<file path="src/rtl/pwf_pkg.sv">
// Shared definitions for the pin waveform formatter.
// Assumes format codes are fixed by the test program encoding (0..4 valid).
package pwf_pkg;

    typedef enum logic [2:0] {
        FMT_NONRET   = 3'd0,
        FMT_RET_LO   = 3'd1,
        FMT_RET_HI   = 3'd2,
        FMT_SURROUND = 3'd3,
        FMT_RET_Z    = 3'd4
    } pwf_fmt_e;

    localparam logic [2:0] FMT_LAST_VALID = 3'd4;

endpackage

</file>
<file path="src/rtl/pwf_vector_reg.sv">
// Captures one vector's timing, format and data on the strobe edge and
// judges whether the capture is usable.
// Assumes vec_strobe is a single-cycle pulse; holds its values between strobes.
module pwf_vector_reg
    import pwf_pkg::*;
#(
    parameter int TICK_W = 6
) (
    input  logic              clk,
    input  logic              rst_n,
    input  logic              vec_strobe,
    input  logic [TICK_W-1:0] period_ticks,
    input  logic [TICK_W-1:0] lead_tick,
    input  logic [TICK_W-1:0] trail_tick,
    input  logic [2:0]        fmt_sel,
    input  logic              vec_data,
    output logic [TICK_W-1:0] per_q,
    output logic [TICK_W-1:0] lead_q,
    output logic [TICK_W-1:0] trail_q,
    output pwf_fmt_e          fmt_q,
    output logic              data_q,
    output logic              ill_q
);

    logic bad_edges;
    logic bad_fmt;
    logic bad_now;

    // Legality of the values presented on the inputs this cycle.
    always_comb begin
        bad_edges = (trail_tick <= lead_tick) || (trail_tick > period_ticks);
        bad_fmt   = (fmt_sel > FMT_LAST_VALID);
        bad_now   = bad_edges || bad_fmt || (period_ticks == '0);
    end

    // Vector capture register, loaded only by the strobe.
    always_ff @(posedge clk) begin
        if (!rst_n) begin
            per_q   <= '0;
            lead_q  <= '0;
            trail_q <= '0;
            fmt_q   <= FMT_RET_Z;
            data_q  <= 1'b0;
            ill_q   <= 1'b0;
        end else if (vec_strobe) begin
            per_q   <= period_ticks;
            lead_q  <= lead_tick;
            trail_q <= trail_tick;
            fmt_q   <= pwf_fmt_e'(fmt_sel);
            data_q  <= vec_data;
            ill_q   <= bad_now;
        end
    end

endmodule

</file>
<file path="src/rtl/pwf_tick_counter.sv">
// Sub-period tick counter: restarts at 0 on a strobe and runs through
// period-1, then goes idle.
// Assumes per_q is the captured period; a zero period ends after one tick.
module pwf_tick_counter #(
    parameter int TICK_W = 6
) (
    input  logic              clk,
    input  logic              rst_n,
    input  logic              vec_strobe,
    input  logic [TICK_W-1:0] per_q,
    output logic              active_q,
    output logic [TICK_W-1:0] tick_q
);

    logic [TICK_W:0] tick_inc;
    logic            at_last;

    // Next tick value and end-of-period detection, one bit wider to avoid wrap.
    always_comb begin
        tick_inc = {1'b0, tick_q} + {{TICK_W{1'b0}}, 1'b1};
        at_last  = (tick_inc >= {1'b0, per_q});
    end

    // Counter and running flag.
    always_ff @(posedge clk) begin
        if (!rst_n) begin
            active_q <= 1'b0;
            tick_q   <= '0;
        end else if (vec_strobe) begin
            active_q <= 1'b1;
            tick_q   <= '0;
        end else if (active_q) begin
            if (at_last) begin
                active_q <= 1'b0;
            end else begin
                tick_q <= tick_inc[TICK_W-1:0];
            end
        end
    end

endmodule

</file>
<file path="src/rtl/pwf_wave_shaper.sv">
// Forms the pin level and drive enable from the window and the format.
// Assumes the counter and capture registers are stable for the current
// tick; outputs are registered one cycle behind the tick.
module pwf_wave_shaper
    import pwf_pkg::*;
#(
    parameter int TICK_W = 6
) (
    input  logic              clk,
    input  logic              rst_n,
    input  logic              active_q,
    input  logic [TICK_W-1:0] tick_q,
    input  logic [TICK_W-1:0] lead_q,
    input  logic [TICK_W-1:0] trail_q,
    input  pwf_fmt_e          fmt_q,
    input  logic              data_q,
    input  logic              ill_q,
    output logic              pin_drive,
    output logic              pin_oe
);

    logic in_win;
    logic lead_hit;
    logic level_q;
    logic level_n;
    logic pin_n;
    logic oe_n;

    // Window membership and leading-edge tick for the current vector.
    always_comb begin
        in_win   = active_q && (tick_q >= lead_q) && (tick_q < trail_q);
        lead_hit = active_q && (tick_q == lead_q);
    end

    // Held level for non-return format, updated only at its leading edge.
    always_comb begin
        level_n = level_q;
        if (!ill_q && fmt_q == FMT_NONRET && lead_hit) begin
            level_n = data_q;
        end
    end

    // Per-format selection of inside and outside values.
    always_comb begin
        pin_n = 1'b0;
        oe_n  = 1'b0;
        if (!ill_q) begin
            case (fmt_q)
                FMT_NONRET: begin
                    pin_n = level_n;
                    oe_n  = 1'b1;
                end
                FMT_RET_LO: begin
                    pin_n = in_win & data_q;
                    oe_n  = 1'b1;
                end
                FMT_RET_HI: begin
                    pin_n = in_win ? data_q : 1'b1;
                    oe_n  = 1'b1;
                end
                FMT_SURROUND: begin
                    pin_n = in_win ? data_q : ~data_q;
                    oe_n  = 1'b1;
                end
                FMT_RET_Z: begin
                    pin_n = in_win & data_q;
                    oe_n  = in_win;
                end
                default: begin
                    pin_n = 1'b0;
                    oe_n  = 1'b0;
                end
            endcase
        end
    end

    // Output and held-level registers.
    always_ff @(posedge clk) begin
        if (!rst_n) begin
            pin_drive <= 1'b0;
            pin_oe    <= 1'b0;
            level_q   <= 1'b0;
        end else begin
            pin_drive <= pin_n;
            pin_oe    <= oe_n;
            level_q   <= level_n;
        end
    end

endmodule

</file>
<file path="src/rtl/pin_wave_formatter.sv">
// Top of the per-channel waveform formatter: vector capture, tick counter
// and wave shaper in series.
// Assumes one strobe per vector and a clock equal to the tick rate.
module pin_wave_formatter
    import pwf_pkg::*;
#(
    parameter int TICK_W = 6
) (
    input  logic              clk,
    input  logic              rst_n,
    input  logic [TICK_W-1:0] period_ticks,
    input  logic [TICK_W-1:0] lead_tick,
    input  logic [TICK_W-1:0] trail_tick,
    input  logic [2:0]        fmt_sel,
    input  logic              vec_data,
    input  logic              vec_strobe,
    output logic              pin_drive,
    output logic              pin_oe,
    output logic              cfg_illegal
);

    logic [TICK_W-1:0] per_q;
    logic [TICK_W-1:0] lead_q;
    logic [TICK_W-1:0] trail_q;
    pwf_fmt_e          fmt_q;
    logic              data_q;
    logic              ill_q;
    logic              active_q;
    logic [TICK_W-1:0] tick_q;

    pwf_vector_reg #(.TICK_W(TICK_W)) u_vec (
        .clk          (clk),
        .rst_n        (rst_n),
        .vec_strobe   (vec_strobe),
        .period_ticks (period_ticks),
        .lead_tick    (lead_tick),
        .trail_tick   (trail_tick),
        .fmt_sel      (fmt_sel),
        .vec_data     (vec_data),
        .per_q        (per_q),
        .lead_q       (lead_q),
        .trail_q      (trail_q),
        .fmt_q        (fmt_q),
        .data_q       (data_q),
        .ill_q        (ill_q)
    );

    pwf_tick_counter #(.TICK_W(TICK_W)) u_cnt (
        .clk        (clk),
        .rst_n      (rst_n),
        .vec_strobe (vec_strobe),
        .per_q      (per_q),
        .active_q   (active_q),
        .tick_q     (tick_q)
    );

    pwf_wave_shaper #(.TICK_W(TICK_W)) u_shape (
        .clk       (clk),
        .rst_n     (rst_n),
        .active_q  (active_q),
        .tick_q    (tick_q),
        .lead_q    (lead_q),
        .trail_q   (trail_q),
        .fmt_q     (fmt_q),
        .data_q    (data_q),
        .ill_q     (ill_q),
        .pin_drive (pin_drive),
        .pin_oe    (pin_oe)
    );

    // Flag is the captured legality verdict.
    assign cfg_illegal = ill_q;

endmodule

</file>
<file path="config.mk">
export PLATFORM = sky130hd
export DESIGN_NAME = pin_wave_formatter
export DESIGN_NICKNAME = d
export VERILOG_FILES = /design/src/rtl/pwf_pkg.sv /design/src/rtl/pwf_vector_reg.sv /design/src/rtl/pwf_tick_counter.sv /design/src/rtl/pwf_wave_shaper.sv /design/src/rtl/pin_wave_formatter.sv
export SDC_FILE = /design/constraint.sdc
export NUM_CORES = 1
export LEC_CHECK = 0
export ABC_AREA = 1
export BUFFER_PORTS_ARGS = -buffer_cell sky130_fd_sc_hd__buf_2
export CAP_MARGIN = 20
export CORE_ASPECT_RATIO = 0.8
export CORE_MARGIN = 10
export CORE_UTILIZATION = 39
export CTS_BUF_LIST = sky130_fd_sc_hd__clkbuf_4
export CTS_CLUSTER_DIAMETER = 60
export CTS_CLUSTER_SIZE = 20
export DETAILED_ROUTE_END_ITERATION = 7
export GPL_TIMING_DRIVEN = 0
export PLACE_DENSITY = 0.68
export SYNTH_ARGS = -nofsm -noshare
export SYNTH_HDL_FRONTEND = slang
export SYNTH_SLANG_ARGS = --single-unit
</file>
<file path="constraint.sdc">
create_clock -name clk -period 5.8 [get_ports clk]
set_input_delay 0.29 -clock clk [delete_from_list [all_inputs] [get_ports clk]]
set_output_delay 0.29 -clock clk [all_outputs]
set_load 0.1 [all_outputs]
</file>
==> flow_metrics.env, run 1 <==
export IMPL_grt_pass1_vias=1864
export IMPL_drc=0
export IMPL_die_width_um=103.2
export IMPL_async_flop_share_pct=0
export IMPL_totalWireLength_um=5336
export IMPL_grt_usage_pct=12.73
export IMPL_hpwl_um=4263
export IMPL_total_power_uw=538.2
export IMPL_clk_latency_ns=0.35
export IMPL_synth_main_ff_cell="dfxtp_1"
export IMPL_routed_top_layer="met4"
export IMPL_cts_hold_buf=0
export IMPL_crit_path_start_kind="register"
export IMPL_end_kind="register"
export IMPL_clock_sinks=33
export IMPL_syn_avg_cell_area_um2=6.989
export IMPL_synth_top_area_share_pct=30.59
export IMPL_cts_path_max_buffers=2
export IMPL_period_minus_slack_ns=2.133
export IMPL_routedWlPerCell_um=13.08
export IMPL_cts_inserted_buffers=5
export IMPL_fin_skew_ns=0.008959
export IMPL_rows=24
export IMPL_crit_required_ns=6.09
export IMPL_synth_seq_cells=33
export IMPL_yosys_area_top_type="dfxtp_1"
export IMPL_placed_cell_area_um2=2376
export IMPL_synth_edf_count=0
export IMPL_start_util_pct=39.95
export IMPL_slew_viol_final=0
export IMPL_fin_setup_tns_ns=0
export IMPL_die_area_um2=8932
export IMPL_vias=2006
export IMPL_synth_most_common_cell="inv_1"
export IMPL_post_cts_buffers=0
export IMPL_dr_wl_met2_um=2142
export IMPL_ios=28
export IMPL_worstSetupPathType="register to register"
export IMPL_drive_gt1_share_pct=12.24
export IMPL_yosys_warnings=0
export IMPL_clockRootBuffer="clkbuf_4"
export IMPL_syn_nets=364
export IMPL_nets=398
export IMPL_ir_drop_mv=0.1174
export IMPL_firstDrtPassIters=5
export IMPL_setup_viol=0
export IMPL_synth_common_cells="inv_1 (60), nand2_1 (52), dfxtp_1 (33)"
export IMPL_status="finished clean"
export IMPL_met1_length_um=2834
export IMPL_core_um2=5405
export IMPL_timing_final_crit_share_pct=36.78
export IMPL_grt_ovfl_total=0
export IMPL_dr_wl_met3_um=312
export IMPL_slew_headroom_pct=66.76
export IMPL_leakage_nw=1.253
export IMPL_post_cts_resized=0
export IMPL_finalHoldViolCount=0
export IMPL_grt_pass1_wl_um=8935
export IMPL_rsz0062_at_grt="no"
export IMPL_clkTransAtPathRegs_ns=0.11
export IMPL_maxCapViolCount=0
export IMPL_cp_arrival_ns=2.43
export IMPL_ys_seq_area_share_pct=30.59
export IMPL_drt_iter0_markers=108
export IMPL_htreeDepth=2
export IMPL_chipHeight_um=86.56
export IMPL_grt_max_degree=11
export IMPL_io_buffer_count=27
export IMPL_worst_pin_slew_ns=0.4987
export IMPL_antennaDiodeCount=0
export IMPL_via_per_inst=4.917
export IMPL_crit_fanout=7
export IMPL_fin_area_um2=2425
export IMPL_syn2layout_area_growth_pct=12.28
export IMPL_synth_cells=309
export IMPL_hp_class="input port to register"
export IMPL_p_per_area_nw_per_um2=222.0
export IMPL_cts_tree="done"
export IMPL_synth_area_um2=2160
export IMPL_drtAntennaViolNets=0
export IMPL_synth_area_top_cells="dfxtp_1 (31%), ha_1 (17%), inv_1 (10%)"
export IMPL_clock_fmax_ghz=0.4688
export IMPL_finalWeightedCongestion=0.8674
export IMPL_grt_antenna_before_repair=0
export IMPL_synth_distinct_cells=27
[cell usage in the layout, fill, tap and decap left out, types with 5 or more instances in the layout]
master	synthesis	final
a21oi_1	32	32
buf_2	0	27
clkbuf_1	5	5
clkbuf_4	0	6
dfxtp_1	33	33
ha_1	30	30
inv_1	60	60
nand2_1	52	52
nand3_1	13	13
nand4_1	6	6
nor2_1	27	27
o21ai_0	25	25
[cells by family (layout without fill, tap and decap cells)]
logic type,after synthesis,after routing,synth area share [%]
and+or+nand+nor,110,110,23.00
buffers and inverters,68,102,11.82
AOI/OAI and AO/OA,65,65,15.99
DFF,33,33,30.59
adders and majority gates,30,30,17.38
xor gates and xnor gates,3,3,1.217
[flip-flops by register name, summed over array words and instances, names as in the netlist]
register,flops
u_vec.ill_q,1
u_vec.data_q,1
u_vec.fmt_q,3
u_vec.per_q,6
u_shape.level_q,1
u_vec.lead_q,6
u_cnt.active_q,1
u_shape.pin_oe,1
u_shape.pin_drive,1
u_cnt.tick_q,6
u_vec.trail_q,6
[through the flow]
step | std cells | worst slack (ns) | hold WS [ns] | utilization (%)
floorplan | 309 | 3.978 | 0.4164 | -
global placement | 401 | 3.734 | 0.4541 | 43.96
detailed placement | 401 | 3.717 | 0.4639 | 43.96
CTS | 408 | 3.682 | 0.1700 | 44.86
global route | 408 | 3.423 | 0.1924 | 44.86
finish | 408 | 3.667 | 0.1769 | 44.86
[power breakdown]
group / internal [mW] / switching (mW)
registers: 0.242 / 0.0127
logic: 0.0561 / 0.0982
clock network: 0.0487 / 0.0805
[metal layers]
layer	up-vias	global-route usage, %
met2	46	17.31
met5	-	0
met4	0	5.422
met1	886	18.07
met3	2	3.580
li1	1072	-
[path summary, 6_finish.rpt]
path	from	end	slack (ns)	cells past startpoint
min reg2reg	u_shape.level_q	u_shape.level_q	0.47	2
min	vec_data	u_vec.data_q	0.18	3
max reg2reg	u_cnt.tick_q[1]	u_cnt.tick_q[1]	3.67	10
max	u_cnt.tick_q[1]	u_cnt.tick_q[1]	3.67	10
[final cells by class]
type                    count  area [um2]
clock inverters             1       3.754
flip-flops and latches     33       660.6
repair buffers             27       135.1
fillers                   567        2980
well taps                  65       81.33
inverters                  62       232.7
multi-input cells         208        1244
clock buffers               6       45.04
plain buffers               6       22.52
[worst max-delay path, cell delays in order, from the launching register on]
cell and delay [ns]:
dfxtp_1 0.43, ha_1 0.30, xor2_1 0.27, ha_1 0.32, a21oi_1 0.16, nand2_1 0.07
nand4_1 0.12, nand4_4 0.17, nand2_1 0.11, inv_1 0.04, nor2_1 0.09
No activity file was read; power rests on OpenSTA's default activity.
==> run 2: changes to the inputs <==
==> constraint.sdc (replaced) <==
create_clock -name clk -period 2.2 [get_ports clk]
set_input_delay 0.11 -clock clk [delete_from_list [all_inputs] [get_ports clk]]
set_output_delay 0.11 -clock clk [all_outputs]
set_load 0.1 [all_outputs]
==> flow_metrics.env, run 2 (synthesized netlist as in run 1, its figures left out) <==
export IMPL_status="finished clean"
export IMPL_routedWlPerCell_um=13.00
export IMPL_syn2layout_area_growth_pct=14.48
export IMPL_ios=28
export IMPL_clock_fmax_ghz=0.5139
export IMPL_worstSetupPathType="register to register"
export IMPL_placed_cell_area_um2=2376
export IMPL_clkTransAtPathRegs_ns=0.11
export IMPL_slew_headroom_pct=67.67
export IMPL_rsz0062_at_grt="no"
export IMPL_cts_tree="done"
export IMPL_drive_gt1_share_pct=13.91
export IMPL_totalWireLength_um=5331
export IMPL_chipHeight_um=86.56
export IMPL_timing_final_crit_share_pct=88.44
export IMPL_grt_pass1_vias=1863
export IMPL_cp_arrival_ns=2.24
export IMPL_regToRegStartpoint="u_cnt.tick_q[0]"
export IMPL_firstDrtPassIters=4
export IMPL_layout_common_cells="inv_1 (60), nand2_1 (52), a21oi_1 (32)"
export IMPL_cts_path_max_buffers=2
export IMPL_r2r_slack_ns=0.25
export IMPL_htreeDepth=2
export IMPL_die_area_um2=8932
export IMPL_leakage_nw=1.261
export IMPL_path_buf_inv=3
export IMPL_hp_class="input port to register"
export IMPL_slew_viol_final=0
export IMPL_fin_ws_ns=0.2542
export IMPL_drc=0
export IMPL_worst_pin_slew_ns=0.4850
export IMPL_place_ws_ns=0.1174
export IMPL_die_width_um=103.2
export IMPL_grt_antenna_before_repair=0
export IMPL_crit_required_ns=2.50
export IMPL_clk_latency_ns=0.35
export IMPL_crit_path_start_kind="register"
export IMPL_clock_sinks=33
export IMPL_hold_path_endpoint="u_vec.lead_q[4]"
export IMPL_antennaDiodeCount=0
export IMPL_ir_drop_mv=0.3112
export IMPL_crit_family="simple AND/OR/NAND/NOR gates"
export IMPL_fin_area_um2=2472
export IMPL_rows=24
export IMPL_p_per_area_nw_per_um2=576.9
export IMPL_grt_pass1_wl_um=8976
export IMPL_period_minus_slack_ns=1.946
export IMPL_clockRootBuffer="clkbuf_4"
export IMPL_crit_start="u_cnt.tick_q[0]"
export IMPL_start_util_pct=39.95
export IMPL_cp_slowest_stage_delay_ns=0.41
export IMPL_hpwl_um=4263
export IMPL_io_buffer_count=27
export IMPL_slowest_stage="dfxtp_2"
export IMPL_fin_setup_tns_ns=0
export IMPL_worst_path_most_repeated_cell="nand2_1"
export IMPL_grt_usage_pct=12.78
export IMPL_vias=2026
export IMPL_reg2reg_to="u_cnt.tick_q[1]"
export IMPL_layout_commonest_cell="inv_1"
export IMPL_drtAntennaViolNets=0
export IMPL_fin_skew_ns=0.01352
export IMPL_core_um2=5405
export IMPL_cts_inserted_buffers=5
export IMPL_crit_fanout=7
export IMPL_rr_worst_depth=13
export IMPL_path_cells="ha_4 > nand4_1 > nand2_1 > inv_1 > ha_1 > a21o_1 > nand3_2 > nand2_1 > inv_2 > nand4_4 > nand2_1 > inv_1 > nor2_1"
export IMPL_nets=400
export IMPL_maxCapViolCount=0
export IMPL_setup_viol=0
export IMPL_hold_depth=3
export IMPL_finalHoldViolCount=0
export IMPL_grt_ovfl_total=0
export IMPL_worstHoldStart="lead_tick[4]"
export IMPL_drt_iter0_markers=118
export IMPL_via_per_inst=4.941
export IMPL_end_kind="register"
export IMPL_finalWeightedCongestion=0.8674
export IMPL_total_power_mw=1.426
export IMPL_grt_max_degree=11
export IMPL_final_core_util_pct=45.74
[run 2: layout make-up]
class | count | area, um2
clock buffers | 6 | 45.04
fillers | 558 | 2933
well taps | 65 | 81.33
repair buffers | 29 | 155.1
multi-input cells | 208 | 1264
inverters | 62 | 232.7
flip-flops and latches | 33 | 668.1
plain buffers | 6 | 22.52
clock inverters | 1 | 3.754
[run 2: what timing repair did]
item,4_1_cts,5_1_grt
endpoints found under the setup margin,0,7
hold buffers,2,0
gates resized for setup,0,8
hold endpoints to repair,2,0
buffers inserted,0,0
[run 2: layer usage]
metal,up-vias,track usage [%],wire length [um],part of all wire (%)
met4,0,5.422,83,1.6
met3,7,3.580,329,6.2
li1,1076,-,-,-
met5,-,0,0,0
met2,42,17.31,2106,40
met1,901,18.21,2812,53
[run 2: power breakdown]
part / total, mW / leakage (nW) / switching (mW) / internal [mW]
logic: 0.412 / 0.957 / 0.260 / 0.152
clock network: 0.341 / 0.0292 / 0.213 / 0.128
registers: 0.673 / 0.275 / 0.0345 / 0.639
total: 1.43 / 1.26 / 0.507 / 0.919
[run 2: how the worst max path moves through the flow]
stage / cells after the start / endpoint / slack (ns)
final: 13 / u_cnt.tick_q[1] / 0.25
after global placement: 10 / u_cnt.tick_q[0] / 0.13
after floorplan: 13 / u_cnt.tick_q[0] / 0.38
after CTS: 10 / u_cnt.tick_q[1] / 0.08
after detailed placement: 10 / u_cnt.tick_q[1] / 0.12
after global routing: 13 / u_cnt.tick_q[5] / 0.05
[run 2: tightest hold or removal path, stage by stage]
cell and delay [ns]:
buf_2 0.09, inv_1 0.06, a21oi_1 0.06
[run 2: through the flow]
| step | hold slack [ns] | instances |
|---|---|---|
| floorplan | 0.2364 | 309 |
| global placement | 0.3457 | 401 |
| detailed placement | 0.3453 | 401 |
| CTS | 0.02094 | 410 |
| global route | 0.01614 | 410 |
| finish | 0.02372 | 410 |
